`src/rtl/pmc_pkg.sv`:
```
package pmc_pkg;

  typedef enum logic [1:0] {
    PM_RUN    = 2'd0,
    PM_IDLE   = 2'd1,
    PM_DOWN   = 2'd2,
    PM_RELOCK = 2'd3
  } pm_state_t;

  typedef struct packed {
    logic core;
    logic pll;
    logic osc;
    logic periph;
    logic tmr;
    logic dac_hiz;
  } clk_ctl_t;

  // Clock-enable pattern for a given state and the deep-sleep configuration.
  function automatic clk_ctl_t ctl_for(pm_state_t s, logic osc_off, logic tmr_keep);
    clk_ctl_t c;
    c = '{core: 1'b1, pll: 1'b1, osc: 1'b1, periph: 1'b1, tmr: 1'b1, dac_hiz: 1'b0};
    case (s)
      PM_IDLE:   c.core = 1'b0;
      PM_DOWN: begin
        c.core    = 1'b0;
        c.pll     = 1'b0;
        c.periph  = 1'b0;
        c.osc     = ~osc_off;
        c.tmr     = tmr_keep & ~osc_off;
        c.dac_hiz = 1'b1;
      end
      PM_RELOCK: c.core = 1'b0;
      default:   c.core = 1'b1;
    endcase
    return c;
  endfunction

endpackage

```
`src/rtl/pmc_wake.sv`:
```
module pmc_wake #(
  parameter int N_IRQ = 4
) (
  input  logic [N_IRQ-1:0] irq_req,
  input  logic [N_IRQ-1:0] irq_en,
  input  logic             spi_irq,
  input  logic             spi_pd_en,
  input  logic             tmr_irq,
  input  logic             tmr_pd_en,
  input  logic             osc_off_pd,
  input  logic             xint_n,
  input  logic             xint_pd_en,
  input  logic             guard_open,
  output logic             idle_wake,
  output logic             pd_wake
);

  logic [N_IRQ-1:0] hit;

  for (genvar i = 0; i < N_IRQ; i++) begin : g_line
    assign hit[i] = irq_req[i] & irq_en[i];
  end

  logic spi_src, tmr_src, xint_src;

  always_comb begin
    spi_src   = spi_irq & spi_pd_en;
    tmr_src   = tmr_irq & tmr_pd_en & ~osc_off_pd;
    xint_src  = ~xint_n & xint_pd_en & guard_open;
    idle_wake = |hit;
    pd_wake   = spi_src | tmr_src | xint_src;
  end

endmodule

```
`src/rtl/pmc_guard.sv`:
```
module pmc_guard #(
  parameter int GUARD = 8
) (
  input  logic clk,
  input  logic rst,
  input  logic arm,
  input  logic active,
  output logic open
);

  localparam int W = (GUARD < 1) ? 1 : $clog2(GUARD + 1);
  localparam logic [W-1:0] LOAD = W'(GUARD);

  logic [W-1:0] cnt_q;

  always_ff @(posedge clk) begin
    if (rst) begin
      cnt_q <= '0;
    end else if (arm) begin
      cnt_q <= LOAD;
    end else if (active && cnt_q != '0) begin
      cnt_q <= cnt_q - 1'b1;
    end
  end

  assign open = (cnt_q == '0);

endmodule

```
`src/rtl/pmc_fsm.sv`:
```
module pmc_fsm
  import pmc_pkg::*;
(
  input  logic       clk,
  input  logic       rst,
  input  logic       mode_wr,
  input  logic [1:0] mode_wdata,
  input  logic       idle_wake,
  input  logic       pd_wake,
  input  logic       pll_lock,
  input  logic       osc_off_pd,
  input  logic       tmr_pd_en,
  output pm_state_t  state,
  output logic [1:0] mode_bits,
  output clk_ctl_t   ctl,
  output logic       wake_pulse,
  output logic       arm_guard
);

  pm_state_t  state_q, state_d;
  logic [1:0] mode_q, mode_d;
  logic       wake_d;

  always_comb begin
    state_d   = state_q;
    mode_d    = mode_q;
    wake_d    = 1'b0;
    arm_guard = 1'b0;
    case (state_q)
      PM_RUN: begin
        if (mode_wr) begin
          mode_d = mode_wdata;
          if (mode_wdata[1]) begin
            state_d   = PM_DOWN;
            arm_guard = 1'b1;
          end else if (mode_wdata[0]) begin
            state_d = PM_IDLE;
          end
        end
      end
      PM_IDLE: begin
        if (idle_wake) begin
          state_d = PM_RUN;
          mode_d  = 2'b00;
          wake_d  = 1'b1;
        end
      end
      PM_DOWN: begin
        if (pd_wake) state_d = PM_RELOCK;
      end
      PM_RELOCK: begin
        if (pll_lock) begin
          state_d = PM_RUN;
          mode_d  = 2'b00;
          wake_d  = 1'b1;
        end
      end
      default: state_d = PM_RUN;
    endcase
  end

  always_ff @(posedge clk) begin
    if (rst) begin
      state_q    <= PM_RUN;
      mode_q     <= 2'b00;
      ctl        <= ctl_for(PM_RUN, 1'b0, 1'b0);
      wake_pulse <= 1'b0;
    end else begin
      state_q    <= state_d;
      mode_q     <= mode_d;
      ctl        <= ctl_for(state_d, osc_off_pd, tmr_pd_en);
      wake_pulse <= wake_d;
    end
  end

  assign state     = state_q;
  assign mode_bits = mode_q;

endmodule

```
`src/rtl/pmc_top.sv`:
```
module pmc_top
  import pmc_pkg::*;
#(
  parameter int N_IRQ       = 4,
  parameter int GUARD_MC    = 2,
  parameter int CLKS_PER_MC = 4
) (
  input  logic             clk,
  input  logic             rst,
  input  logic             mode_wr,
  input  logic [1:0]       mode_wdata,
  input  logic             osc_off_pd,
  input  logic             tmr_pd_en,
  input  logic             spi_pd_en,
  input  logic             xint_pd_en,
  input  logic [N_IRQ-1:0] irq_req,
  input  logic [N_IRQ-1:0] irq_en,
  input  logic             spi_irq,
  input  logic             tmr_irq,
  input  logic             xint_n,
  input  logic             pll_lock,
  output logic             core_clk_en,
  output logic             pll_en,
  output logic             osc_en,
  output logic             periph_clk_en,
  output logic             tmr_clk_en,
  output logic             dac_hiz,
  output logic             wake_pulse,
  output logic [1:0]       mode_bits
);

  localparam int GUARD = GUARD_MC * CLKS_PER_MC;

  pm_state_t state;
  clk_ctl_t  ctl;
  logic      idle_wake, pd_wake, guard_open, arm_guard, in_down;

  assign in_down = (state == PM_DOWN);

  pmc_wake #(.N_IRQ(N_IRQ)) u_wake (
    .irq_req    (irq_req),
    .irq_en     (irq_en),
    .spi_irq    (spi_irq),
    .spi_pd_en  (spi_pd_en),
    .tmr_irq    (tmr_irq),
    .tmr_pd_en  (tmr_pd_en),
    .osc_off_pd (osc_off_pd),
    .xint_n     (xint_n),
    .xint_pd_en (xint_pd_en),
    .guard_open (guard_open),
    .idle_wake  (idle_wake),
    .pd_wake    (pd_wake)
  );

  pmc_guard #(.GUARD(GUARD)) u_guard (
    .clk    (clk),
    .rst    (rst),
    .arm    (arm_guard),
    .active (in_down),
    .open   (guard_open)
  );

  pmc_fsm u_fsm (
    .clk        (clk),
    .rst        (rst),
    .mode_wr    (mode_wr),
    .mode_wdata (mode_wdata),
    .idle_wake  (idle_wake),
    .pd_wake    (pd_wake),
    .pll_lock   (pll_lock),
    .osc_off_pd (osc_off_pd),
    .tmr_pd_en  (tmr_pd_en),
    .state      (state),
    .mode_bits  (mode_bits),
    .ctl        (ctl),
    .wake_pulse (wake_pulse),
    .arm_guard  (arm_guard)
  );

  assign core_clk_en   = ctl.core;
  assign pll_en        = ctl.pll;
  assign osc_en        = ctl.osc;
  assign periph_clk_en = ctl.periph;
  assign tmr_clk_en    = ctl.tmr;
  assign dac_hiz       = ctl.dac_hiz;

endmodule

```
`config.mk`:
```
export PLATFORM = sky130hd
export DESIGN_NAME = pmc_top
export DESIGN_NICKNAME = d
export VERILOG_FILES = /design/src/rtl/pmc_pkg.sv /design/src/rtl/pmc_wake.sv /design/src/rtl/pmc_guard.sv /design/src/rtl/pmc_fsm.sv /design/src/rtl/pmc_top.sv
export SDC_FILE = /design/constraint.sdc
export NUM_CORES = 1
export LEC_CHECK = 0
export BUFFER_PORTS_ARGS = -buffer_cell sky130_fd_sc_hd__buf_2
export CAP_MARGIN = 0
export CORE_UTILIZATION = 40
export CTS_BUF_LIST = sky130_fd_sc_hd__clkbuf_8
export DETAILED_ROUTE_END_ITERATION = 16
export PLACE_DENSITY_LB_ADDON = 0.08
export SYNTH_ARGS = -nofsm -noshare
export SYNTH_HDL_FRONTEND = slang
export SYNTH_SLANG_ARGS = --single-unit
```
`constraint.sdc`:
```
create_clock -name clk -period 1.55 [get_ports clk]
set_clock_uncertainty 0.2 [all_clocks]
set_input_delay 0.155 -clock clk [delete_from_list [all_inputs] [get_ports clk]]
set_output_delay 0.155 -clock clk [all_outputs]
set_load 0.05 [all_outputs]
```
==> metrics.txt <==
largest net degree at the start of global routing 13; Die Area 0.00178 mm^2; grt ovf 0; post-synthesis async set-or-reset flop share 0; crit-path max FO 5; Layout Cells excl Fill 122; post-synthesis mux area share 0; routed len/inst 11.0 um; slowest cell on the critical path or3b_4; Diodes inserted 0; vias in the first global route 569; GR peak layer met2; vias 611; final worst path period need 1690 ps; Routed WL about 1.3 mm; post-synthesis area per instance 9.80 um^2; Max Fclk between 500 and 600 MHz; clk_lat worst skew 240 ps; Syn Std Cell Area between 600 and 700 um^2; PortBufs 29; period utilization 1.09; drt pass-1 iters 3; Worst setup EP type flip-flop; placed cell count 116; Pleak ~0.41 nW; Reg-to-Reg Start u_guard.cnt_q[1]; Hold Path Cell Cnt 3; Synth cell types 32; pre-CTS WS -121 ps; outcome finished with violations; worst hold path class in2reg; met3 usage 0.0388; YS warnings 0; Slew @ Worst Pin 327 ps; I/O Pins 30; Setup WS post-layout -138 ps; CP Cell Sequence inv_2, ha_1, or3b_4, nor3b_2, o21ai_2, and3_1; Top FF cell, synth dfxtp_1; Syn Inst Count 66; worst setup path startpoint u_guard.cnt_q[1]; post-route ant nets 0; Total GRT Usage 0.169; Initial DRC Count 4; RSZ-0062 raised after global routing yes; area delta synth->final 45.8%; Layout Nets 130; main combinational cell family by area after synthesis compound AO/OA/AOI/OAI gates; met2 usage 0.274; chip width about 42 um; crit path DAT about 1600 ps; Adder-Cell Fraction of Synth Area 0.0387; die extent in y 42.2 um; #FFs+latches synth 14; met1 usage 0.205; first-pass GRT wire length 2.23 mm; H-tree lvl count 1; root buffer cell clkbuf_8; clock buffer depth 2; drt via density about 5; CP Buf/Inv Count 1; PD cells 1050 mW/mm^2; Post-Syn Nets slightly below 90; initial antenna violation count 0; Crit path largest cell delay 400 ps; final setup fails 8; maxcap violations 0; Relative slew margins 0.780; Clock Sinks 14; worst reg2reg path depth 6; max-slew violation count 0; Core Box Area around 0.0015 mm^2; DPL Wire Length 1.04 mm; clk slew on worst S/H paths ~60 ps; Simple-Gate Fraction of Synth Area 0.219; WP depth 6; TritonCTS Buffers 3; routability congestion estimate 0.803; violated checks negative setup slack; Residual DRC 0; Fin. Hold Viols 0; Max VDD drop 693 uV; post-synthesis sequential area ratio 0.433; Startpoint Class flip-flop; cell row count 14; share of layout cells above drive strength 1 0.509; HP Start tmr_pd_en; Critical Path RT 1490 ps; Worst path top cell family by delay simple AND/OR/NAND/NOR gates; Post-Synth XOR/XNOR Area 0.0406; critical path class reg2reg; Starting Density 0.429; CTS tree yes; Post-synth EDFFs 0; Synth Area in Compound Gates 0.222
==> path summary, 6_finish.rpt <==
path,endpoint,slack (ps)
setup / recovery,u_fsm.ctl[0],-140
hold reg to reg,u_fsm.mode_bits[1],270
hold / removal,u_fsm.ctl[1],20
setup reg to reg,u_fsm.ctl[0],-140
==> metrics by stage <==
step            util  power (mW)  TNS, ps  hold slack, ps  cell area [um^2]
6_report       0.626       0.990     -408            18.3               943
5_1_grt        0.626        1.05    -1120            22.0               943
4_1_cts        0.620       0.992     -391            16.3               933
3_5_place_dp   0.570       0.641     -361             160               858
3_3_place_gp   0.570       0.639     -228             168               858
2_1_floorplan      -       0.568     -136            28.9               652
==> what timing repair did <==
action / 4_1_cts / 5_1_grt
hold buffers: 1 / 0
gates cloned: 0 / 0
endpoints found under the setup margin: 8 / 11
pin swaps: 4 / 2
hold endpoints to repair: 2 / 0
setup buffers: 1 / 0
resized for setup: 1 / 4
==> worst min-delay path: cells and delay by family <==
kind                   cells  cell delay (ps)
buffers and inverters      2              150
AOI/OAI and AO/OA          1               90
==> cells by family after synthesis <==
kind of cell	count (synthesis)
adder cells (fa/ha/maj)	2
XOR/XNOR	3
flip-flops	14
AO/OA/AOI/OAI	16
AND/OR/NAND/NOR	24
buffers and inverters	7
==> placed cells by master (no fill, tap or decap), drive strengths merged, types with 2 or more instances in the layout <==
master | synthesis | final
buf | 1 | 37
dfxtp | 14 | 14
inv | 5 | 5
nor3 | 4 | 4
clkbuf | 1 | 4
nand2 | 3 | 3
nand2b | 3 | 3
nand3 | 3 | 3
nor2 | 3 | 3
a22o | 2 | 2
o22ai | 2 | 2
xor2 | 2 | 2
ha | 2 | 2
o31ai | 2 | 2
nor3b | 2 | 2
a21oi | 2 | 2
and2 | 2 | 2
==> synth_stat cells, drive strengths merged (2+ instances only) <==
cell type   n  area share
dfxtp      14        0.43
inv         5       0.029
nor3        4       0.031
nand2       3       0.017
nand2b      3       0.029
nand3       3       0.023
nor2        3       0.017
a21oi       2       0.015
a22o        2       0.027
and2        2       0.023
ha          2       0.039
nor3b       2       0.031
o22ai       2       0.019
o31ai       2       0.023
xor2        2       0.027
==> area by class of cell <==
type,instances,area [um^2]
multi-input cells,45,352
repair buffers,38,215
inverters,5,18.8
well taps,16,20.0
fillers,136,563
clock buffers,4,55.1
flip-flops and latches,14,283
==> report_power, final <==
| group | switching [mW] | total [mW] | internal, mW | leakage, nW |
|---|---|---|---|---|
| registers | 0.0159 | 0.402 | 0.386 | 0.116 |
| logic | 0.141 | 0.240 | 0.0989 | 0.270 |
| clock network | 0.123 | 0.348 | 0.225 | 0.0288 |
==> registers in the layout, summed over array words and instances, names as in the netlist <==
signal,flops
u_fsm.ctl,5
u_guard.cnt_q,4
u_fsm.mode_bits,2
u_fsm.state,2
u_fsm.wake_pulse,1
==> per-layer routing <==
metal / up-vias / routed length (um)
met4: 0 / 9
met5: - / 0
met1: 273 / 595
met3: 2 / 63
met2: 19 / 675
li1: 317 / -
No activity file was read; power rests on OpenSTA's default activity.
